## src/rtl/pgm_busy_status_pkg.sv

```systemverilog
package pgm_busy_status_pkg;

    typedef enum logic [1:0] {
        OP_PROG = 2'd0,
        OP_PAGE = 2'd1,
        OP_CHIP = 2'd2,
        OP_RSVD = 2'd3
    } op_e;

    localparam int DATA_W = 8;
    localparam int NUM_OPS = 3;

    typedef struct packed {
        logic tgt7;
        logic tgl;
        logic rd;
    } poll_t;

endpackage

```

## src/rtl/pbs_tc_mux.sv

```systemverilog
module pbs_tc_mux
    import pgm_busy_status_pkg::*;
#(
    parameter int CNT_W = 16
) (
    input  logic [1:0]       op_i,
    input  logic [CNT_W-1:0] tc_i [NUM_OPS],
    output logic [CNT_W-1:0] tc_o,
    output logic             valid_o
);

    logic [NUM_OPS-1:0] hit;

    for (genvar g = 0; g < NUM_OPS; g++) begin : g_hit
        assign hit[g] = (op_i == 2'(g));
    end

    always_comb begin
        tc_o = '0;
        for (int k = 0; k < NUM_OPS; k++) begin
            if (hit[k]) tc_o = tc_i[k];
        end
    end

    assign valid_o = |hit;

endmodule

```

## src/rtl/pbs_op_timer.sv

```systemverilog
module pbs_op_timer #(
    parameter int CNT_W = 16
) (
    input  logic             clk,
    input  logic             rst_n,
    input  logic             load_i,
    input  logic [CNT_W-1:0] tc_i,
    output logic             busy_o
);

    typedef struct packed {
        logic             busy;
        logic [CNT_W-1:0] cnt;
        logic [CNT_W-1:0] tc;
    } tmr_t;

    tmr_t tmr_d, tmr_q;

    always_comb begin
        tmr_d = tmr_q;
        if (load_i) begin
            tmr_d.busy = 1'b1;
            tmr_d.cnt  = '0;
            tmr_d.tc   = tc_i;
        end else if (tmr_q.busy) begin
            if (tmr_q.cnt == tmr_q.tc) begin
                tmr_d.busy = 1'b0;
            end else begin
                tmr_d.cnt = tmr_q.cnt + 1'b1;
            end
        end
    end

    always_ff @(posedge clk or negedge rst_n) begin
        if (!rst_n) tmr_q <= '0;
        else        tmr_q <= tmr_d;
    end

    assign busy_o = tmr_q.busy;

endmodule

```

## src/rtl/pbs_poll_bits.sv

```systemverilog
module pbs_poll_bits
    import pgm_busy_status_pkg::*;
(
    input  logic        clk,
    input  logic        rst_n,
    input  logic        load_i,
    input  logic        erase_i,
    input  logic        wbit7_i,
    input  logic        busy_i,
    input  logic        rd_i,
    output logic        tgt7_o,
    output logic        tgl_o
);

    poll_t poll_d, poll_q;

    always_comb begin
        poll_d    = poll_q;
        poll_d.rd = rd_i;
        if (load_i) begin
            poll_d.tgt7 = erase_i ? 1'b1 : wbit7_i;
            poll_d.tgl  = 1'b0;
        end else if (busy_i && poll_q.rd && !rd_i) begin
            poll_d.tgl = ~poll_q.tgl;
        end
    end

    always_ff @(posedge clk or negedge rst_n) begin
        if (!rst_n) poll_q <= '0;
        else        poll_q <= poll_d;
    end

    assign tgt7_o = poll_q.tgt7;
    assign tgl_o  = poll_q.tgl;

endmodule

```

## src/rtl/pgm_busy_status.sv

```systemverilog
module pgm_busy_status
    import pgm_busy_status_pkg::*;
#(
    parameter int CNT_W = 16
) (
    input  logic             clk,
    input  logic             rst_n,
    input  logic             start_i,
    input  logic [1:0]       op_i,
    input  logic [7:0]       wdata_i,
    input  logic [7:0]       array_i,
    input  logic             rd_i,
    input  logic [CNT_W-1:0] tc_prog_i,
    input  logic [CNT_W-1:0] tc_page_i,
    input  logic [CNT_W-1:0] tc_chip_i,
    output logic [7:0]       dout_o,
    output logic             busy_o
);

    logic [CNT_W-1:0] tc_arr [NUM_OPS];
    logic [CNT_W-1:0] tc_sel;
    logic             op_ok;
    logic             accept;
    logic             busy;
    logic             tgt7;
    logic             tgl;

    assign tc_arr[OP_PROG] = tc_prog_i;
    assign tc_arr[OP_PAGE] = tc_page_i;
    assign tc_arr[OP_CHIP] = tc_chip_i;

    pbs_tc_mux #(.CNT_W(CNT_W)) tc_mux_i (
        .op_i    (op_i),
        .tc_i    (tc_arr),
        .tc_o    (tc_sel),
        .valid_o (op_ok)
    );

    // only an idle block with a legal code takes a start
    assign accept = start_i && !busy && op_ok;

    pbs_op_timer #(.CNT_W(CNT_W)) timer_i (
        .clk    (clk),
        .rst_n  (rst_n),
        .load_i (accept),
        .tc_i   (tc_sel),
        .busy_o (busy)
    );

    pbs_poll_bits poll_i (
        .clk     (clk),
        .rst_n   (rst_n),
        .load_i  (accept),
        .erase_i (op_i != OP_PROG),
        .wbit7_i (wdata_i[7]),
        .busy_i  (busy),
        .rd_i    (rd_i),
        .tgt7_o  (tgt7),
        .tgl_o   (tgl)
    );

    always_comb begin
        if (busy) dout_o = {~tgt7, tgl, 6'b0};
        else      dout_o = array_i;
    end

    assign busy_o = busy;

endmodule

```

## config.mk

```make
export PLATFORM = sky130hd
export DESIGN_NAME = pgm_busy_status
export DESIGN_NICKNAME = d
export VERILOG_FILES = /design/src/rtl/pgm_busy_status_pkg.sv /design/src/rtl/pbs_tc_mux.sv /design/src/rtl/pbs_op_timer.sv /design/src/rtl/pbs_poll_bits.sv /design/src/rtl/pgm_busy_status.sv
export SDC_FILE = /design/constraint.sdc
export NUM_CORES = 1
export LEC_CHECK = 0
export BUFFER_PORTS_ARGS = -buffer_cell sky130_fd_sc_hd__buf_2
export CORE_MARGIN = 2
export CORE_UTILIZATION = 40
export DETAILED_ROUTE_END_ITERATION = 10
export GPL_TIMING_DRIVEN = 0
export PLACE_DENSITY = 0.66
export SETUP_SLACK_MARGIN = 0.2
export SYNTH_ARGS = -nofsm -noshare
export SYNTH_HDL_FRONTEND = slang
export SYNTH_HIERARCHICAL = 1
export SYNTH_SLANG_ARGS = --single-unit
```

## constraint.sdc

```tcl
create_clock -name clk -period 2.55 [get_ports clk]
set_input_delay 0.3825 -clock clk [delete_from_list [all_inputs] [get_ports clk]]
set_output_delay 0.3825 -clock clk [all_outputs]
set_load 0.02 [all_outputs]
```

After elaboration in Yosys (flattened, before gate mapping)
Index checks and enable logic that the tools add are counted.

$add $sub $neg: 1. Multipliers: 0. Div/mod/pow operators: 0. Magnitude comparators: 0. Equal/unequal tests: 4. Shifts and indexed selects: 0. Multiplexer cells: 11. Bitwise logic cells: 2. Reduce and logical (&&, ||, !) cells: 12.

Operators with widths (count): $mux W16 (4); $mux W17 (2); $add A16 B1 Y16 const B (1); $eq A16 B16 Y1 (1); $mux W8 (1); $reduce_bool A2 Y1 (3); $logic_and A1 B1 Y1 (4); $mux W1 (4); $reduce_or A3 Y1 (1); $eq A2 B1 Y1 const B (1); $eq A2 B2 Y1 const B (1); $logic_not A1 Y1 (2); $logic_not A2 Y1 (1); $ne A2 B2 Y1 const B (1); $not A1 Y1 (2); $reduce_and A2 Y1 (1).

Register bits: 36. Bits in latches: 0. RAM bits: 0. ROM bits: 0. Bits of input ports: 70. Output and inout bits: 9. Memories: 0.

Depth between registers and ports, before layout
Depth in word-level cells: 5. Mapped depth: 9. Gate-level depth less buffers: 5.

Modules after synthesis
The synthesis kept the hierarchy.

Modules (own cells, without submodules): pbs_op_timer (times used 1, cells an instance 155, area each 1685.4 um^2, sequential area each 825.8 um^2); pbs_tc_mux (times used 1, cells an instance 40, area each 386.6 um^2, sequential area each 0.0 um^2); pbs_poll_bits (times used 1, cells an instance 10, area each 132.6 um^2, sequential area each 75.1 um^2); pgm_busy_status (times used 1, cells an instance 13, area each 106.4 um^2, sequential area each 0.0 um^2).

Worst setup path before layout
OpenSTA, ideal clock, no wires.

Path kind: input-to-reg. Start: input op_i[0]. End: register timer_i/tmr_q[10] in the netlist's numbering. Arrival: 1985 ps. Data required time: 2425 ps. Slack: 440 ps. Cell stages on the path: 8. Path buffers: 4. Cells stage by stage: buf_6 buf_8 nand2_1 nand2_1 nor2_1 clkbuf_1 buf_1 mux2_2.

RTL lines: start, declared (RTL line pgm_busy_status.sv:9) `input logic [1:0] op_i,`; $eq A2 B1 Y1 (tied with other cells) (RTL line pbs_tc_mux.sv:15) `assign hit[g] = (op_i == 2'(g));`; $reduce_or A3 Y1 * (RTL line pbs_tc_mux.sv:25) `assign valid_o = |hit;`; net op_ok (RTL line pgm_busy_status.sv:22) `logic op_ok;`; $logic_and A1 B1 Y1 * (RTL line pgm_busy_status.sv:40) `assign accept = start_i && !busy && op_ok;`; net accept (RTL line pgm_busy_status.sv:23) `logic accept;`; end signal, assigned (RTL line pbs_op_timer.sv:36) `else tmr_q <= tmr_d;`; end, declared (RTL line pbs_op_timer.sv:17) `tmr_t tmr_d, tmr_q;`.

Mark *: on every way through the listed nets, which the timed path passes. The rest lies on a longest branch. A chain may end at the register's enable or synchronous reset.

Worst setup path after layout
Start: register timer_i.tmr_q, in the netlist timer_i/busy_o. End: register timer_i/tmr_q[24] in the netlist's numbering.

Longest elaborated chain between the ends: 5.

RTL lines (RTL line): $logic_not A1 Y1 * (pgm_busy_status.sv:40); $logic_and A1 B1 Y1 * (2 in series) (pgm_busy_status.sv:40); net accept (pgm_busy_status.sv:23); $ne A2 B2 Y1 (no line) / $reduce_bool A2 Y1 (equally long branches); $reduce_and A2 Y1 (no line).

Marks and branches as above.

==> reports/metrics.cfg <==
[final_layout]
diodes = 0
nets = 367
finalCoreUtilization_pct = 51.24
syn_to_final_growth_pct = 22.85
layout_common_cells = buf_2, dfrtp_1, mux2_2
layout_commonest_cell = buf_2
drive_above_1_share_pct = 41.55
final_cell_area_sq_um = 2839

[power]
ir_worst_vdd_mv = 0.3662
leakagePower_nw = 1.332
p_total_mw = 1.676
power_density_nw_per_um2 = 590.3

[drt]
drc = 0
drt-initial-drc-count = 77
drtAntennaViolNets = 0
drtPass1Iterations = 4
vias_per_cell = 5.130
wl_um = 4990
routedWlPerCell_um = 13.56
vias = 1888

[sta]
final.setup.tns_ns = 0
holdWs_ns = 0.1849
fin_skew_ns = 0.003631
finalCriticalPeriod_ns = 2.055
slew_headroom_pct = 47.02
setup-violations-final = 0
rsz0062_at_grt = no
min_period_over_period_pct = 80.60
drv_slew = 0
finalHoldViolations = 0
worst_pin_slew_ns = 0.7946
fmax_mhz = 486.5

[synth]
ys_async_sr_fraction_pct = 100.0
yosys_warnings = 6
synth_cells = 218
synth_area_sq_um = 2311
synth_seq_cells = 36
seq_area_frac_synth_pct = 38.98
synth_enable_flop_cells = 0
ys.flop_type = dfrtp_1
yosys.cell_types.count = 37
syn-num-nets = 289
avgSynthCellArea_sq_um = 10.60

[grt]
grt_pass1_vias = 1867
antenna_found_initial = 0
grt_overflow = 0
grt_max_degree = 37
grt_pass1_wl_um = 8735
grt_use_total_pct = 17.14

[clock_network]
cts_resized = 3
cts.sinks = 36
post-cts-setup-buffers = 0
postCtsHoldBufs = 0
cts.htree.levels = 2
clk_pin_slew_worst_paths_ns = 0.07
cts_made_buffers = 5
cts_buffer_depth = 2
clk_latency_ns = 0.28
cts_root_buf = clkbuf_8
cts_tree = yes

[place]
gp_congestion = 0.7760
numPortBuffers = 71
dp_hpwl_um = 3786
place_area_sq_um = 2756

[die]
dieArea_sq_um = 6402
core_area_sq_um = 5540
boundaryPins = 79
rows = 27
fp.dieW_um = 80.01
start_util_pct = 41.71
die_h_um = 80.01

[critical_path]
cp.arrival_ns = 2.21
cp_cell_sequence = buf_6, nor2_1, clkbuf_2, clkbuf_2, clkbuf_2, a21oi_1
crit_path_top_delay_cell = dfrtp_1
cp_max_fo = 11
path_common_cell = clkbuf_2
cpLargestDelayFamily = buffers and inverters
path_class = reg2reg
cpPeakStageDelay_ns = 0.52
reg2reg_from = timer_i/busy_o$_DFF_PN0_
startpoint_type = flip-flop
path_buf_inv = 4
critPathLaunch = timer_i/busy_o$_DFF_PN0_
crit_path_end_kind = flip-flop
worst_ep_required_time_ns = 2.71

[run_status]
status = complete, no violations

[run]
max_cap_viol_count = 0

[hold_path]
min_path_type = in2async

[path summary, 6_finish.rpt]
path / slack (ns) / end / cells past startpoint
min in group clk: 0.22 / poll_i/poll_q[0]$_DFF_PN0_ / 1
max reg2reg: 0.49 / timer_i/tmr_q[24]$_DFFE_PN0P_ / 6
max: 0.49 / timer_i/tmr_q[24]$_DFFE_PN0P_ / 6
min reg2reg: 0.53 / timer_i/tmr_q[14]$_DFFE_PN0P_ / 1
min: 0.18 / timer_i/tmr_q[18]$_DFFE_PN0P_ / 1
max in group asynchronous: 1.87 / timer_i/tmr_q[12]$_DFFE_PN0P_ / 1
[Yosys cell counts, drive strengths merged, types with 3 or more instances]
cell	number	area (sq um)
o21ai	6	30.03
or4	8	60.06
nand4	7	43.79
or3	5	31.28
o31ai	7	52.55
mux2i	17	170.2
dfrtp	36	900.9
mux2	21	244.0
a21oi	14	70.07
nand2	9	33.78
nor2	7	26.28
o2bb2ai	16	140.1
buf	12	106.4
clkbuf	3	11.26
nand3	6	30.03
and2b	6	52.55
xnor2	16	140.1
nor2b	5	38.78
and3	3	20.02
[sequential cells by signal, indices dropped and copies added, names as in the netlist]
register        count
poll_i/tgt7_o       1
poll_i/poll_q       1
timer_i/busy_o      1
timer_i/tmr_q      32
poll_i/tgl_o        1
[worst reg2reg max path, stage by stage, from the launching register on]
cell	delay, ns
dfrtp_1	0.52
buf_6	0.20
nor2_1	0.26
clkbuf_2	0.28
clkbuf_2	0.30
clkbuf_2	0.30
a21oi_1	0.07
[cell families (layout without fill, tap and decap cells)]
| group | after synthesis | count (layout) | synth area share, % |
|---|---|---|---|
| compound gates | 43 | 43 | 12.67 |
| xor+xnor | 16 | 16 | 6.064 |
| fa+ha+maj | 1 | 1 | 0.5413 |
| buf+inv | 17 | 95 | 5.414 |
| flops | 36 | 36 | 38.98 |
| mux | 38 | 38 | 17.92 |
| simple gates | 67 | 67 | 18.41 |
[per-layer routing]
metal | global-route usage (%) | vias up | share of wire (%) | routed length, um
met3 | 4.072 | 6 | 6.3 | 312
met4 | 4.915 | 0 | 1.1 | 57
met2 | 27.58 | 54 | 45 | 2235
met1 | 22.92 | 867 | 48 | 2386
li1 | - | 961 | - | -
met5 | 0 | - | 0 | 0
[power by group]
group | switching, mW | leakage (nW) | internal [mW] | total [mW]
clock | 0.187 | 0.0410 | 0.185 | 0.372
combinational | 0.228 | 0.844 | 0.273 | 0.502
sequential | 0.127 | 0.446 | 0.675 | 0.802
total | 0.542 | 1.33 | 1.13 | 1.68
[stage by stage]
stage / worst slack, ns / std cells
finish: 0.4946 / 368
global route: 0.2504 / 368
CTS: 0.3287 / 368
detailed placement: -0.2294 / 361
global placement: -0.1657 / 361
floorplan: 0.4401 / 218
[area by class of cell]
| class | instances | area (sq um) |
|---|---|---|
| Buffer | 15 | 122.6 |
| Clock buffer | 6 | 72.57 |
| Clock inverter | 1 | 5.005 |
| Fill cell | 540 | 2701 |
| Inverter | 2 | 7.507 |
| Multi-Input combinational cell | 165 | 1285 |
| Sequential cell | 36 | 900.9 |
| Tap cell | 72 | 90.09 |
| Timing Repair Buffer | 71 | 355.3 |
Power figures use the tool's default switching activity.
